<file path="src/rtl/uart_irq_pkg.sv">
package uart_irq_pkg;
  // source index equals the reported priority code
  typedef enum logic [1:0] {
    SRC_MODEM = 2'd0,
    SRC_TXE   = 2'd1,
    SRC_RXF   = 2'd2,
    SRC_RLS   = 2'd3
  } src_e;

  localparam int unsigned NUM_SRC = 4;

  localparam int unsigned REG_EN  = 0;
  localparam int unsigned REG_ID  = 1;
  localparam int unsigned REG_LSR = 2;
  localparam int unsigned REG_MSR = 3;
  localparam int unsigned REG_RXD = 4;
  localparam int unsigned REG_TXD = 5;

  // enable register bit positions
  localparam int unsigned EN_RXF = 0;
  localparam int unsigned EN_TXE = 1;
  localparam int unsigned EN_RLS = 2;
  localparam int unsigned EN_W   = 3;
endpackage

</file>
<file path="src/rtl/irq_pend_bit.sv">
module irq_pend_bit (
  input  logic clk_i,
  input  logic rst_ni,
  input  logic set_i,
  input  logic clr_i,
  output logic pend_o
);
  always_ff @(posedge clk_i or negedge rst_ni) begin
    if (!rst_ni)     pend_o <= 1'b0;
    else if (set_i)  pend_o <= 1'b1;   // set wins over clear
    else if (clr_i)  pend_o <= 1'b0;
  end
endmodule

</file>
<file path="src/rtl/irq_prio_enc.sv">
module irq_prio_enc #(
  parameter int unsigned NSRC = 4,
  localparam int unsigned CW  = (NSRC > 1) ? $clog2(NSRC) : 1
) (
  input  logic [NSRC-1:0] req_i,
  output logic            any_o,
  output logic [CW-1:0]   code_o
);
  // highest index wins
  always_comb begin
    code_o = '0;
    for (int i = 0; i < NSRC; i++) begin
      if (req_i[i]) code_o = CW'(i);
    end
  end

  assign any_o = |req_i;
endmodule

</file>
<file path="src/rtl/irq_bus_regs.sv">
module irq_bus_regs
  import uart_irq_pkg::*;
#(
  parameter int unsigned AW   = 3,
  parameter int unsigned DW   = 8,
  parameter int unsigned NSRC = NUM_SRC,
  localparam int unsigned CW  = $clog2(NSRC)
) (
  input  logic            clk_i,
  input  logic            rst_ni,
  input  logic [AW-1:0]   addr_i,
  input  logic            rd_i,
  input  logic            wr_i,
  input  logic [DW-1:0]   wdata_i,
  input  logic [CW-1:0]   id_code_i,
  input  logic            id_any_i,
  output logic [NSRC-1:0] en_mask_o,
  output logic [NSRC-1:0] clr_o,
  output logic [DW-1:0]   rdata_o
);
  logic [EN_W-1:0] en_q;
  logic            sel_en, sel_id, sel_lsr, sel_msr, sel_rxd, sel_txd;
  logic [DW-1:0]   id_val;
  logic            unused_wdata;

  assign sel_en  = (addr_i == AW'(REG_EN));
  assign sel_id  = (addr_i == AW'(REG_ID));
  assign sel_lsr = (addr_i == AW'(REG_LSR));
  assign sel_msr = (addr_i == AW'(REG_MSR));
  assign sel_rxd = (addr_i == AW'(REG_RXD));
  assign sel_txd = (addr_i == AW'(REG_TXD));

  always_ff @(posedge clk_i or negedge rst_ni) begin
    if (!rst_ni)             en_q <= '0;
    else if (wr_i && sel_en) en_q <= wdata_i[EN_W-1:0];
  end
  assign unused_wdata = ^wdata_i[DW-1:EN_W];

  always_comb begin
    en_mask_o            = '1;
    en_mask_o[SRC_RLS]   = en_q[EN_RLS];
    en_mask_o[SRC_RXF]   = en_q[EN_RXF];
    en_mask_o[SRC_TXE]   = en_q[EN_TXE];
    en_mask_o[SRC_MODEM] = 1'b1;        // no enable bit for modem status
  end

  always_comb begin
    clr_o            = '0;
    clr_o[SRC_RLS]   = rd_i && sel_lsr;
    clr_o[SRC_RXF]   = rd_i && sel_rxd;
    clr_o[SRC_MODEM] = rd_i && sel_msr;
    // transmit empty: data write, or ident read that returned it
    clr_o[SRC_TXE]   = (wr_i && sel_txd) ||
                       (rd_i && sel_id && id_any_i && id_code_i == CW'(SRC_TXE));
  end

  assign id_val = {{(DW-CW-1){1'b0}}, id_code_i, ~id_any_i};

  always_comb begin
    rdata_o = '0;
    if (sel_en)      rdata_o = {{(DW-EN_W){1'b0}}, en_q};
    else if (sel_id) rdata_o = id_val;
  end
endmodule

</file>
<file path="src/rtl/uart_irq_ident.sv">
module uart_irq_ident
  import uart_irq_pkg::*;
#(
  parameter int unsigned AW  = 3,
  parameter int unsigned DW  = 8,
  localparam int unsigned NS = NUM_SRC,
  localparam int unsigned CW = $clog2(NS)
) (
  input  logic          clk_i,
  input  logic          rst_ni,
  input  logic [NS-1:0] set_i,
  input  logic [AW-1:0] addr_i,
  input  logic          rd_i,
  input  logic          wr_i,
  input  logic [DW-1:0] wdata_i,
  output logic [DW-1:0] rdata_o,
  output logic          irq_o
);
  logic [NS-1:0] pend, clr, en_mask, live;
  logic [CW-1:0] code;
  logic          any;

  for (genvar g = 0; g < NS; g++) begin : g_src
    irq_pend_bit u_pend (
      .clk_i (clk_i),
      .rst_ni(rst_ni),
      .set_i (set_i[g]),
      .clr_i (clr[g]),
      .pend_o(pend[g])
    );
  end

  assign live = pend & en_mask;

  irq_prio_enc #(.NSRC(NS)) u_enc (
    .req_i (live),
    .any_o (any),
    .code_o(code)
  );

  irq_bus_regs #(.AW(AW), .DW(DW), .NSRC(NS)) u_regs (
    .clk_i    (clk_i),
    .rst_ni   (rst_ni),
    .addr_i   (addr_i),
    .rd_i     (rd_i),
    .wr_i     (wr_i),
    .wdata_i  (wdata_i),
    .id_code_i(code),
    .id_any_i (any),
    .en_mask_o(en_mask),
    .clr_o    (clr),
    .rdata_o  (rdata_o)
  );

  assign irq_o = any;
endmodule

</file>
<file path="config.mk">
export PLATFORM = sky130hd
export DESIGN_NAME = uart_irq_ident
export DESIGN_NICKNAME = d
export VERILOG_FILES = /design/src/rtl/uart_irq_pkg.sv /design/src/rtl/irq_pend_bit.sv /design/src/rtl/irq_prio_enc.sv /design/src/rtl/irq_bus_regs.sv /design/src/rtl/uart_irq_ident.sv
export SDC_FILE = /design/constraint.sdc
export NUM_CORES = 1
export LEC_CHECK = 0
export BUFFER_PORTS_ARGS = -buffer_cell sky130_fd_sc_hd__buf_2
export CAP_MARGIN = 10
export CORE_MARGIN = 1.5
export CORE_UTILIZATION = 35
export DETAILED_ROUTE_END_ITERATION = 12
export PLACE_DENSITY = 0.68
export SLEW_MARGIN = 20
export SYNTH_ARGS = -nofsm -noshare
export SYNTH_HDL_FRONTEND = slang
export SYNTH_HIERARCHICAL = 1
export SYNTH_SLANG_ARGS = --single-unit
export TNS_END_PERCENT = 5
</file>
<file path="constraint.sdc">
create_clock -name clk_i -period 3.05 [get_ports clk_i]
set_clock_uncertainty 0.05 [all_clocks]
set_input_delay 0.61 -clock clk_i [delete_from_list [all_inputs] [get_ports clk_i]]
set_output_delay 0.61 -clock clk_i [all_outputs]
set_load 0.05 [all_outputs]
</file>
==> summary.txt <==
outcome: complete, no violations
io pins: 28
Critical Path Fanout Max: 3
most frequent cells in the layout: 17 x buf_2, 7 x dfrtp_1, 6 x inv_1, 6 x conb_1, 5 x a21o_1
maximum vdd drop: 0.236 mV
Post-Syn Instances: 52
H-tree depth: 1
Post-Syn Area: 513 um2
#FFs+latches synth: 7
synth warn: 6
# fillers: 140
min Tclk post-route: 2.65 ns
area of the multi-input gates: 269 um2
Initial Util: 0.385
Clock Pin Slew Worst Setup and Hold Paths: 0.05 ns
Pins Over Slew Limit: 0
CTS Sinks: 7
hold slack: 0.140 ns
FMAX: 377 MHz
Storage cell area: 175 um2
pwr/cell area: 487 nW/um2
area grow syn2layout: 16.3%
synthesized area per cell: 9.87 um2
post-route ant nets: 0
layout cell share with drive strength beyond 1: 0.382
hold buffers post-CTS: 0
crit share post-route: 0.870
post-DP HPWL: 772 um
Global Route Usage Sum: 0.125
gpl congestion: 0.682
FF-to-FF End: g_src[1].u_pend/pend_o$_DFFE_PN0P_
critical path cell sequence: and2_1 > or2_1 > or3_1 > nand2b_1 > a211oi_2 > buf_2
setup TNS: 0 ns
First-pass DRT Iterations: 3
HP Class: input pin to asynchronous set/reset pin
num rows: 13
routed length per instance: 10.6 um
die width: 41.3 um
RSZ-0062 raised after global routing: false
dpl cell area: 571 um2
post-CTS setup buffer count: 0
Crit path arrival time: 1.99 ns
Final Hold Fails: 0
total wire length: 876 um
CTS max path bufs: 2
most common cell after layout, fill and taps aside: buf_2
Port Buffer Count: 17
Post-CTS Resized: 0
start of the worst register-to-register path: u_regs/en_q[2]$_DFFE_PN0P_
DIE HEIGHT: 41.3 um
vias: 388
critical path class: flip-flop to output port
GRT overflow: 0
TritonCTS buffer count: 3
vias in the first global route: 355
dpl cells: 79
# DRC: 0
r2r setup slk: 1.40 ns
Clk Latency, worst-skew pair: 0.24 ns
routed vias/inst: 4.67
first-pass GRT wire length: 1.37 mm
crit-path max cell delay: 0.38 ns
Cell variety after synth: 22
Initial DRC Count: 3
sequential fraction of the synthesis area: 0.341
pin count of the biggest net entering global routing: 11
die area: 1700 um2
setup-violating endpoint count in the final report: 0
Setup crit start kind: flip-flop
core area: 1330 um2
initial antenna violation count: 0
Crit-path slowest cell: dfrtp_1
Final nets: 88
CTS Root Cell: clkbuf_4
Final Cell Area: 597 um2
CP Capture Type: output port
leakage power: 0.000275 uW
Util after Layout: 0.447
MaxCap Viol Count: 0
Setup crit end: rdata_o[0]
CP Launch Point: u_regs/en_q[2]$_DFFE_PN0P_
Post-Layout Cell Count: 83
worst reg2reg path depth: 6
Req. time, crit path: 2.39 ns
CTS tree: built
n_diodes: 0
==> critical path: cells and delay by family, from the launching register on <==
kind / cells / cell delay (ns)
and+or+nand+nor: 4 / 0.91
DFF: 1 / 0.38
buffers and inverters: 1 / 0.29
AOI/OAI and AO/OA: 1 / 0.17
==> worst min path at each step <==
stage                                         endpoint   start  slack [ns]  cells after the start
finish                      u_regs/en_q[0]$_DFFE_PN0P_  rst_ni        0.14                      1
floorplan           g_src[0].u_pend/pend_o$_DFFE_PN0P_  rst_ni        0.26                      0
global route                u_regs/en_q[0]$_DFFE_PN0P_  rst_ni        0.14                      1
detailed placement  g_src[1].u_pend/pend_o$_DFFE_PN0P_  rst_ni        0.40                      1
CTS                         u_regs/en_q[0]$_DFFE_PN0P_  rst_ni        0.13                      1
global placement    g_src[1].u_pend/pend_o$_DFFE_PN0P_  rst_ni        0.40                      1
==> state kept, by name (all words and copies together) (netlist names) <==
register	cells
g_src.u_pend/pend_o	4
u_regs/en_q	3
==> power breakdown <==
group	switching (uW)	leakage, uW	internal, uW
Combinational	62.5	0.000188	38.0
Sequential	7.74	0.0000725	104
Clock	28.5	0.0000150	49.6
==> final cells by class <==
cell class / count / share of cell area
multi-input cells: 34 / 0.451
flip-flops and latches: 7 / 0.294
repair buffers: 17 / 0.143
clock buffers: 4 / 0.0440
inverters: 6 / 0.0377
well taps: 15 / 0.0314
==> Yosys cell counts <==
library cell  count  share of area
mux2i_1           2          0.039
o41ai_1           1          0.017
buf_2             1         0.0097
a211oi_1          1          0.015
nor4bb_1          1          0.020
buf_4             6          0.088
nand4b_1          2          0.034
clkbuf_2          1         0.0097
nor3_1            2          0.020
and4b_1           1          0.020
dfrtp_1           7           0.34
nor4b_4           1          0.046
and4bb_2          1          0.024
or2_1             1          0.012
nand2b_1          2          0.024
conb_1            2          0.015
inv_1             6          0.044
a21o_1            5          0.073
or3_1             1          0.012
buf_6             1          0.022
and2_1            4          0.049
mux2_2            3          0.066
==> cell families (layout without fill, tap and decap cells) <==
logic type | after synthesis | in the layout | synth area share
compound gates | 7 | 7 | 0.105
mux | 5 | 5 | 0.105
other cells | 2 | 6 | 0.0146
simple gates | 16 | 16 | 0.261
buf+inv | 15 | 27 | 0.173
flops | 7 | 7 | 0.341
==> stage by stage <==
step                      setup WS (ns)  power (uW)
final                             0.395         290
after floorplan                   0.145         198
after detailed placement          0.642         215
after CTS                         0.367         297
after global routing              0.255         312
after global placement            0.669         212
==> metal layers <==
metal / track usage / share of wire
met1: 0.144 / 0.44
met2: 0.219 / 0.50
met3: 0.0326 / 0.065
met4: 0.0484 / 0
met5: 0 / 0
Power figures use the tool's default switching activity.
